### src/rtl/ptw_pkg.sv
package ptw_pkg;
  localparam int ENTRY_W  = 64;
  localparam int IDX_W    = 9;
  localparam int OFF_W    = 12;

  localparam int BIT_PRESENT = 0;
  localparam int BIT_WRITE   = 1;
  localparam int BIT_USER    = 2;
  localparam int BIT_HUGE    = 7;
  localparam int BIT_NOEXEC  = 63;

  localparam logic [1:0] KIND_READ  = 2'd0;
  localparam logic [1:0] KIND_WRITE = 2'd1;
  localparam logic [1:0] KIND_FETCH = 2'd2;

  typedef enum logic [2:0] {
    CAUSE_NONE     = 3'd0,
    CAUSE_ABSENT   = 3'd1,
    CAUSE_WRITE    = 3'd2,
    CAUSE_PRIV     = 3'd3,
    CAUSE_RESERVED = 3'd4,
    CAUSE_NOEXEC   = 3'd5
  } cause_e;

  typedef enum logic [1:0] {
    ST_IDLE,
    ST_ISSUE,
    ST_WAIT,
    ST_DONE
  } walk_state_e;
endpackage

### src/rtl/ptw_entry_addr.sv
module ptw_entry_addr #(
  parameter int PA_W   = 52,
  parameter int LEVELS = 4,
  localparam int OFF_W = ptw_pkg::OFF_W,
  localparam int IDX_W = ptw_pkg::IDX_W,
  localparam int VA_W  = OFF_W + LEVELS * IDX_W,
  localparam int LVL_W = $clog2(LEVELS),
  localparam int FR_W  = PA_W - OFF_W
) (
  input  logic [FR_W-1:0]  table_frame,
  input  logic [VA_W-1:0]  vaddr,
  input  logic [LVL_W-1:0] level,
  output logic [PA_W-1:0]  entry_addr
);
  logic [IDX_W-1:0] idx_by_level [LEVELS];

  // One index slice per level, lowest level nearest the page offset
  for (genvar g = 0; g < LEVELS; g++) begin : g_idx
    assign idx_by_level[g] = vaddr[OFF_W + IDX_W*g +: IDX_W];
  end

  assign entry_addr = {table_frame, idx_by_level[level], {(OFF_W-IDX_W){1'b0}}};

  logic unused_page_offset;
  assign unused_page_offset = ^vaddr[OFF_W-1:0];
endmodule

### src/rtl/ptw_entry_check.sv
module ptw_entry_check #(
  parameter int PA_W = 52,
  localparam int ENTRY_W = ptw_pkg::ENTRY_W
) (
  input  logic [ENTRY_W-1:0] entry,
  input  logic [1:0]         kind,
  input  logic               user,
  output logic               fault,
  output ptw_pkg::cause_e    cause
);
  import ptw_pkg::*;

  logic rsvd_hit;
  assign rsvd_hit = |entry[ENTRY_W-2:PA_W];

  // Ordered rules: absent entry first, then malformed entry, then rights
  always_comb begin
    cause = CAUSE_NONE;
    if (!entry[BIT_PRESENT])
      cause = CAUSE_ABSENT;
    else if (rsvd_hit)
      cause = CAUSE_RESERVED;
    else if (kind == KIND_WRITE && !entry[BIT_WRITE])
      cause = CAUSE_WRITE;
    else if (user && !entry[BIT_USER])
      cause = CAUSE_PRIV;
    else if (kind == KIND_FETCH && entry[BIT_NOEXEC])
      cause = CAUSE_NOEXEC;
  end

  assign fault = (cause != CAUSE_NONE);

  logic unused_entry_bits;
  assign unused_entry_bits = ^{entry[PA_W-1:BIT_HUGE], entry[BIT_HUGE-1:BIT_USER+1]};
endmodule

### src/rtl/pt_walker.sv
module pt_walker #(
  parameter int PA_W       = 52,
  parameter int LEVELS     = 4,
  parameter int HUGE_LEVEL = 2,
  localparam int OFF_W   = ptw_pkg::OFF_W,
  localparam int IDX_W   = ptw_pkg::IDX_W,
  localparam int ENTRY_W = ptw_pkg::ENTRY_W,
  localparam int VA_W    = OFF_W + LEVELS * IDX_W,
  localparam int LVL_W   = $clog2(LEVELS),
  localparam int FR_W    = PA_W - OFF_W,
  localparam int HUGE_SH = OFF_W + HUGE_LEVEL * IDX_W
) (
  input  logic               clk,
  input  logic               rst_n,
  input  logic [FR_W-1:0]    root_frame,
  input  logic               huge_en,
  input  logic               req_valid,
  output logic               req_ready,
  input  logic [VA_W-1:0]    req_vaddr,
  input  logic [1:0]         req_kind,
  input  logic               req_user,
  output logic               mem_req_valid,
  input  logic               mem_req_ready,
  output logic [PA_W-1:0]    mem_req_addr,
  input  logic               mem_rsp_valid,
  output logic               mem_rsp_ready,
  input  logic [ENTRY_W-1:0] mem_rsp_data,
  output logic               rsp_valid,
  input  logic               rsp_ready,
  output logic               rsp_fault,
  output logic [2:0]         rsp_cause,
  output logic [LVL_W-1:0]   rsp_level,
  output logic [PA_W-1:0]    rsp_paddr
);
  import ptw_pkg::*;

  localparam logic [LVL_W-1:0] TOP_LVL  = LVL_W'(LEVELS - 1);
  localparam logic [LVL_W-1:0] HUGE_LVL = LVL_W'(HUGE_LEVEL);

  walk_state_e      state_q;
  logic [LVL_W-1:0] lvl_q;
  logic [FR_W-1:0]  frame_q;
  logic [VA_W-1:0]  va_q;
  logic [1:0]       kind_q;
  logic             user_q;
  logic             fault_q;
  cause_e           cause_q;
  logic [LVL_W-1:0] res_lvl_q;
  logic [PA_W-1:0]  paddr_q;

  logic   chk_fault;
  cause_e chk_cause;
  logic   huge_stop;

  ptw_entry_addr #(.PA_W(PA_W), .LEVELS(LEVELS)) u_addr (
    .table_frame (frame_q),
    .vaddr       (va_q),
    .level       (lvl_q),
    .entry_addr  (mem_req_addr)
  );

  ptw_entry_check #(.PA_W(PA_W)) u_check (
    .entry (mem_rsp_data),
    .kind  (kind_q),
    .user  (user_q),
    .fault (chk_fault),
    .cause (chk_cause)
  );

  assign huge_stop = huge_en && (lvl_q == HUGE_LVL) && mem_rsp_data[BIT_HUGE];

  always_ff @(posedge clk) begin
    if (!rst_n) begin
      state_q   <= ST_IDLE;
      lvl_q     <= '0;
      frame_q   <= '0;
      va_q      <= '0;
      kind_q    <= KIND_READ;
      user_q    <= 1'b0;
      fault_q   <= 1'b0;
      cause_q   <= CAUSE_NONE;
      res_lvl_q <= '0;
      paddr_q   <= '0;
    end else begin
      unique case (state_q)
        ST_IDLE: if (req_valid) begin
          va_q    <= req_vaddr;
          kind_q  <= req_kind;
          user_q  <= req_user;
          frame_q <= root_frame;
          lvl_q   <= TOP_LVL;
          state_q <= ST_ISSUE;
        end
        ST_ISSUE: if (mem_req_ready) state_q <= ST_WAIT;
        ST_WAIT: if (mem_rsp_valid) begin
          res_lvl_q <= lvl_q;
          if (chk_fault) begin
            fault_q <= 1'b1;
            cause_q <= chk_cause;
            paddr_q <= '0;
            state_q <= ST_DONE;
          end else if (huge_stop) begin
            fault_q <= 1'b0;
            cause_q <= CAUSE_NONE;
            paddr_q <= {mem_rsp_data[PA_W-1:HUGE_SH], va_q[HUGE_SH-1:0]};
            state_q <= ST_DONE;
          end else if (lvl_q == '0) begin
            fault_q <= 1'b0;
            cause_q <= CAUSE_NONE;
            paddr_q <= {mem_rsp_data[PA_W-1:OFF_W], va_q[OFF_W-1:0]};
            state_q <= ST_DONE;
          end else begin
            frame_q <= mem_rsp_data[PA_W-1:OFF_W];
            lvl_q   <= lvl_q - 1'b1;
            state_q <= ST_ISSUE;
          end
        end
        ST_DONE: if (rsp_ready) state_q <= ST_IDLE;
        default: state_q <= ST_IDLE;
      endcase
    end
  end

  assign req_ready     = (state_q == ST_IDLE);
  assign mem_req_valid = (state_q == ST_ISSUE);
  assign mem_rsp_ready = (state_q == ST_WAIT);
  assign rsp_valid     = (state_q == ST_DONE);
  assign rsp_fault     = fault_q;
  assign rsp_cause     = cause_q;
  assign rsp_level     = res_lvl_q;
  assign rsp_paddr     = paddr_q;
endmodule

### config.mk
export PLATFORM = sky130hd
export DESIGN_NAME = pt_walker
export DESIGN_NICKNAME = d
export VERILOG_FILES = /design/src/rtl/ptw_pkg.sv /design/src/rtl/ptw_entry_addr.sv /design/src/rtl/ptw_entry_check.sv /design/src/rtl/pt_walker.sv
export SDC_FILE = /design/constraint.sdc
export NUM_CORES = 1
export LEC_CHECK = 0
export BUFFER_PORTS_ARGS = -buffer_cell sky130_fd_sc_hd__buf_4
export CORE_MARGIN = 4
export CORE_UTILIZATION = 45
export DETAILED_ROUTE_END_ITERATION = 6
export PLACE_DENSITY_LB_ADDON = 0.15
export SLEW_MARGIN = 0
export SYNTH_ARGS = -nofsm -noshare
export SYNTH_HDL_FRONTEND = slang
export SYNTH_SLANG_ARGS = --single-unit
export TNS_END_PERCENT = 10
### constraint.sdc
create_clock -name clk -period 3.1 [get_ports clk]
set_clock_uncertainty 0.15 [all_clocks]
set_input_delay 0.62 -clock clk [delete_from_list [all_inputs] [get_ports clk]]
set_output_delay 0.62 -clock clk [all_outputs]
set_load 0.005 [all_outputs]
Word level (Yosys, flattened, before mapping)
Cells that the tools add are included.

Bits in registers: 153. Input bits: 162.

Muxes and demuxes: 37. Eq/ne operators: 13. Order comparisons: 1. $add $sub $neg: 1. Bitwise logic cells: 1. Reductions and logical operators: 18.

Operators by type and width (number): 2-to-1 mux 40 bit (5); 2-to-1 mux 52 bit (3); case mux 40 bit (2 select lines) (1); 2-to-1 mux 2 bit (12); 2-to-1 mux 3 bit (8); binary-select mux 9 bit (select 2 bit) (1); 2-to-1 mux 9 bit (2); OR reduction 11 bit (1); inequality test 2 bit, second input constant (5); == test 2 bit, second input constant (4); case mux 2 bit (4 select lines) (1); AND reduction 6 bit (1); nonzero test 3 bit (2); logical AND 1 bit (5); == test 2 x 1 -> 1 bit, second input constant (2); zero test 2 bit (2); inequality test 2 x 1 -> 1 bit, second input constant (2); case mux 2 bit (2 select lines) (1); AND reduction 2 bit (2); AND reduction 4 bit (1); >= comparator 3 bit, second input constant (1); 2-to-1 mux 1 bit (3); NOT 2 -> 3 bit (1); AND reduction 3 bit (1); other kinds (3) (4).

Logic depth before layout (Yosys ltp)
Depth in word-level cells: 11. Gate-level depth with buffers: 10. Mapped depth without buffers: 7.

Cells and area by module
From an unflattened synthesis, not the netlist that was laid out.

Cells, all modules: 902. Area, all modules: 7961.4 µm².

By module, submodules not included: pt_walker (cells an instance 831, area each 7305.8 µm², instances 1); ptw_entry_addr (cells an instance 55, area each 545.5 µm², instances 1); ptw_entry_check (cells an instance 16, area each 110.1 µm², instances 1).

Worst setup path before layout
Ideal clock, no wire load.

Kind: reg2reg. From: register lvl_q[0]. To: register paddr_q[16], in the netlist rsp_paddr[16]. Data arrival time: 2.441 ns. Clock period less this slack: 2.679 ns. Path buffers: 3. Setup time: 0.089 ns. Stages on the path, launching flop included: 11. Path slack: 0.421 ns. Path through: dfxtp_1 clkbuf_1 inv_1 ha_1 nand3_1 buf_2 nand2_1 nor3_2 nor2_1 buf_2 o32ai_2.

Longest elaborated chain between the ends: 5. Elaborated cells between the ends (all ways): 8.

RTL lines: start: declaration (line pt_walker.sv:41) `logic [LVL_W-1:0] lvl_q;`; start signal: assignment (line pt_walker.sv:114) `lvl_q <= lvl_q - 1'b1;`; == test 2 bit (line pt_walker.sv:70) `assign huge_stop = huge_en && (lvl_q == HUGE_LVL) && mem_rsp_data[BIT_HUGE];`; logical AND 1 bit (2 in series) (line pt_walker.sv:70); nonzero test 3 bit (no line) / 2-to-1 mux 52 bit (equally long branches); AND reduction 3 bit (no line) / 2-to-1 mux 52 bit (equally long branches); end signal: assignment (line pt_walker.sv:105) `paddr_q <= {mem_rsp_data[PA_W-1:HUGE_SH], va_q[HUGE_SH-1:0]};`; end signal: assignment (line pt_walker.sv:110) `paddr_q <= {mem_rsp_data[PA_W-1:OFF_W], va_q[OFF_W-1:0]};`; end: declaration (line pt_walker.sv:49) `logic [PA_W-1:0] paddr_q;`.

Several ways; a longest one is shown, not always the timed one. A chain may end at the register's enable or synchronous reset.

Worst setup path in the final report
From: register kind_q[0]. To: register paddr_q[13], in the netlist rsp_paddr[13].

Longest elaborated chain between the ends: 10. Elaborated cells between the ends (all ways): 13.

RTL lines: start: declaration (line pt_walker.sv:44) `logic [1:0] kind_q;`; start signal: assignment (line pt_walker.sv:88) `kind_q <= req_kind;`; == test 2 bit (line ptw_entry_check.sv:27) `else if (kind == KIND_FETCH && entry[BIT_NOEXEC])`; logical AND 1 bit (line ptw_entry_check.sv:27); 2-to-1 mux 3 bit (line ptw_entry_check.sv:27); 2-to-1 mux 3 bit (line ptw_entry_check.sv:25) `else if (user && !entry[BIT_USER])`; 2-to-1 mux 3 bit (*) (line ptw_entry_check.sv:23) `else if (kind == KIND_WRITE && !entry[BIT_WRITE])`; 2-to-1 mux 3 bit (*) (line ptw_entry_check.sv:21) `else if (rsvd_hit)`; 2-to-1 mux 3 bit (*) (line ptw_entry_check.sv:19) `if (!entry[BIT_PRESENT])`; nonzero test 3 bit (*) (line ptw_entry_check.sv:31) `assign fault = (cause != CAUSE_NONE);`; nonzero test 3 bit (no line); AND reduction 3 bit (no line).

Mark *: on every way between the ends. The rest lies on a longest branch, timed or not.

==> key figures <==
Synth
  • Asr flop ratio synth: 0%
  • Unique masters post-synth: 44
  • Synth area leaders: dfxtp_1 (47%), nand2_1 (16%), a21oi_1 (7.6%), a311oi_1 (5.6%), o32ai_2 (4.0%)
  • EDFF count, synth: 0
  • Syn Inst Count: 780
  • Register area share after synthesis: 46.7%
  • Post-synth design cell area: 6570 um^2
  • Top cell type's share of synthesized area: 46.7%
  • Top_reg_cell synth: dfxtp_1
  • Number of synthesized register bits: 153
  • Synth area leader: dfxtp_1
  • Syn avg cell area: 8.42 um^2
  • YS warnings: 0

Routing
  • Initial drt markers: 466
  • Wirelength per Cell: 17.6 um
  • WL final: 21200 um
  • Via density: 5.39
  • DR pass1 iterations: 5
  • Total number of vias: 6490
  • Antenna-violating nets left: 0
  • DRC viols: 0

GRT
  • First-pass GRT wire length: 32700 um
  • Largest net degree at the start of global routing: 53
  • GRT Overall Usage: 24.9%
  • Number of global-route vias before repair: 6202
  • Total congestion overflow: 0
  • Initial antenna violation count: 0

STA
  • TNS Setup: 0 ns
  • Final Hold Fails: 0
  • Crit share post-route: 81.1%
  • F_max: 0.398 GHz
  • Final Slew Violations: 0
  • Min Tclk post-route: 2.51 ns
  • Final setup viols: 0
  • Unrepaired setup endpoints after global routing: no
  • Rel. slew slack: 35.1%
  • Slew @ Worst Pin: 0.971 ns

Floorplan
  • Starting Density: 46.6%
  • Core area: 14100 um^2
  • Core Rows: 43
  • Die X: 129 um
  • Die height: 129 um
  • Die ar.: 16600 um^2
  • I/O Pins: 276

Worst setup path
  • Critical path class: flop to flop
  • Worst Setup Start Kind: flop
  • Critical-path cell list: nor3b_1, or3_1, nor3_2, nor2_4, buf_4, o32ai_1
  • Crit-path slowest cell: nor2_4
  • CP endpoint kind: flop
  • CP Max Fanout: 39
  • CP max stage delay: 0.73 ns
  • Worst EP required: 3.23 ns
  • Crit path arrival time: 2.64 ns

Clocking
  • Post-cts hold buffer count: 0
  • Post_cts resized: 0
  • CTS tree: yes
  • CTS Buffer Depth: 2
  • CTS sink cnt: 153
  • # H-tree levels: 4
  • Clk Tree Root Cell: clkbuf_16
  • Number of CTS-inserted buffers: 17
  • Worst-path clk slew: 0.06 ns
  • Setup bufs post-CTS: 0
  • Clock Latency Late Sink: 0.42 ns

Placement
  • PortBufs: 264
  • Detailed Place HPWL: 15100 um
  • Placed cells: 1171
  • Post-placement cell area: 8620 um^2
  • Gpl congestion: 0.860

Cells and area
  • Ant diodes: 0
  • Commonest non-fill, non-tap cell in the layout: buf_4
  • Share of cells above drive strength 1: 34.4%
  • Fill count: 1246
  • Finished Cell Area: 9210 um^2
  • Footprint of the multi-input gates: 3150 um^2
  • Most frequent cells in the layout: buf_4 (281), nand2_1 (277), dfxtp_1 (153)
  • Area Growth Syn to Fin: 40.3%
  • Final #Nets: 1174
  • Final Non-Filler Cells: 1203
  • Register area: 3060 um^2

Pwr
  • PwrDens: 554 nW/um^2
  • Peak supply drop: 0.341 mV
  • Leakage power: 4.01 nW

Outcome
  • Status: completed

Job
  • Max-cap violations: 0

Hold path
  • Worst Hold Class: primary input to flop
[kinds of logic (layout without fill, tap and decap cells)]
group | Yosys count | count (layout) | synth area share [%]
multiplexers | 29 | 29 | 6.14
other | 1 | 3 | 0.0571
AND/OR/NAND/NOR | 307 | 307 | 18.9
AO/OA/AOI/OAI | 208 | 208 | 22.3
adder cells (fa/ha/maj) | 2 | 2 | 0.381
flip-flops | 153 | 153 | 46.7
buffers and inverters | 80 | 321 | 5.64
[cells in the mapped netlist, drive strengths merged (3+ instances only)]
cell / count
a21oi: 100
o22ai: 34
o32ai: 18
dfxtp: 153
o21ai: 3
mux2i: 20
nor2: 7
nand2: 280
nand3: 3
buf: 27
a31oi: 3
inv: 6
and2: 4
a311oi: 42
clkbuf: 47
mux4: 9
[flip-flops by register name (all words and copies together), names as in the netlist]
signal / flops
lvl_q: 2
rsp_fault: 1
state_q: 2
rsp_level: 2
va_q: 48
rsp_cause: 3
kind_q: 2
user_q: 1
frame_q: 40
rsp_paddr: 52
[report_power, final]
group          internal, mW  leakage (nW)  switching [mW]
clock network          1.20         0.277           0.863
registers              2.09          1.25          0.0841
logic                 0.427          2.48           0.441
total                  3.72          4.01            1.39
[layer usage]
metal | vias up | wire, um | GRT usage (%)
met5 | - | 0 | 0
met4 | 0 | 476 | 8.15
met3 | 31 | 1990 | 9.26
met2 | 249 | 10200 | 40.3
met1 | 3012 | 8560 | 30.9
li1 | 3198 | - | -
[critical path: cells and delay by family, from the launching register on]
| family | cells | cell delay (ns) |
|---|---|---|
| DFF | 1 | 0.38 |
| buffers and inverters | 1 | 0.41 |
| AOI/OAI and AO/OA | 1 | 0.11 |
| and+or+nand+nor | 4 | 1.30 |
[worst paths after layout]
check                                    from       endpoint  slack (ns)  cells after the start
worst max-delay path                kind_q[0]  rsp_paddr[13]        0.59                      6
worst min-delay path            mem_rsp_valid     state_q[1]        0.29                      2
worst max register to register      kind_q[0]  rsp_paddr[13]        0.59                      6
worst min register to register       va_q[47]       va_q[47]        0.30                      2
[metrics by stage]
stage	power, mW	utilization, %	setup slack [ns]	hold WS, ns
after global placement	3.08	61.1	0.235	0.291
after floorplan	2.65	-	0.421	0.282
after detailed placement	3.09	61.1	0.222	0.295
after CTS	5.15	65.4	0.567	0.273
final	5.11	65.4	0.586	0.292
after global routing	5.33	65.4	0.344	0.279
[final cells by class]
class	instances	share of cell area, %
inverter	6	0.326
clock inverter	15	1.83
sequential	153	33.2
multi-input combinational	549	34.2
clock buffer	17	4.62
timing repair buffer	283	23.3
tap	180	2.44
Power figures use the tool's default switching activity.
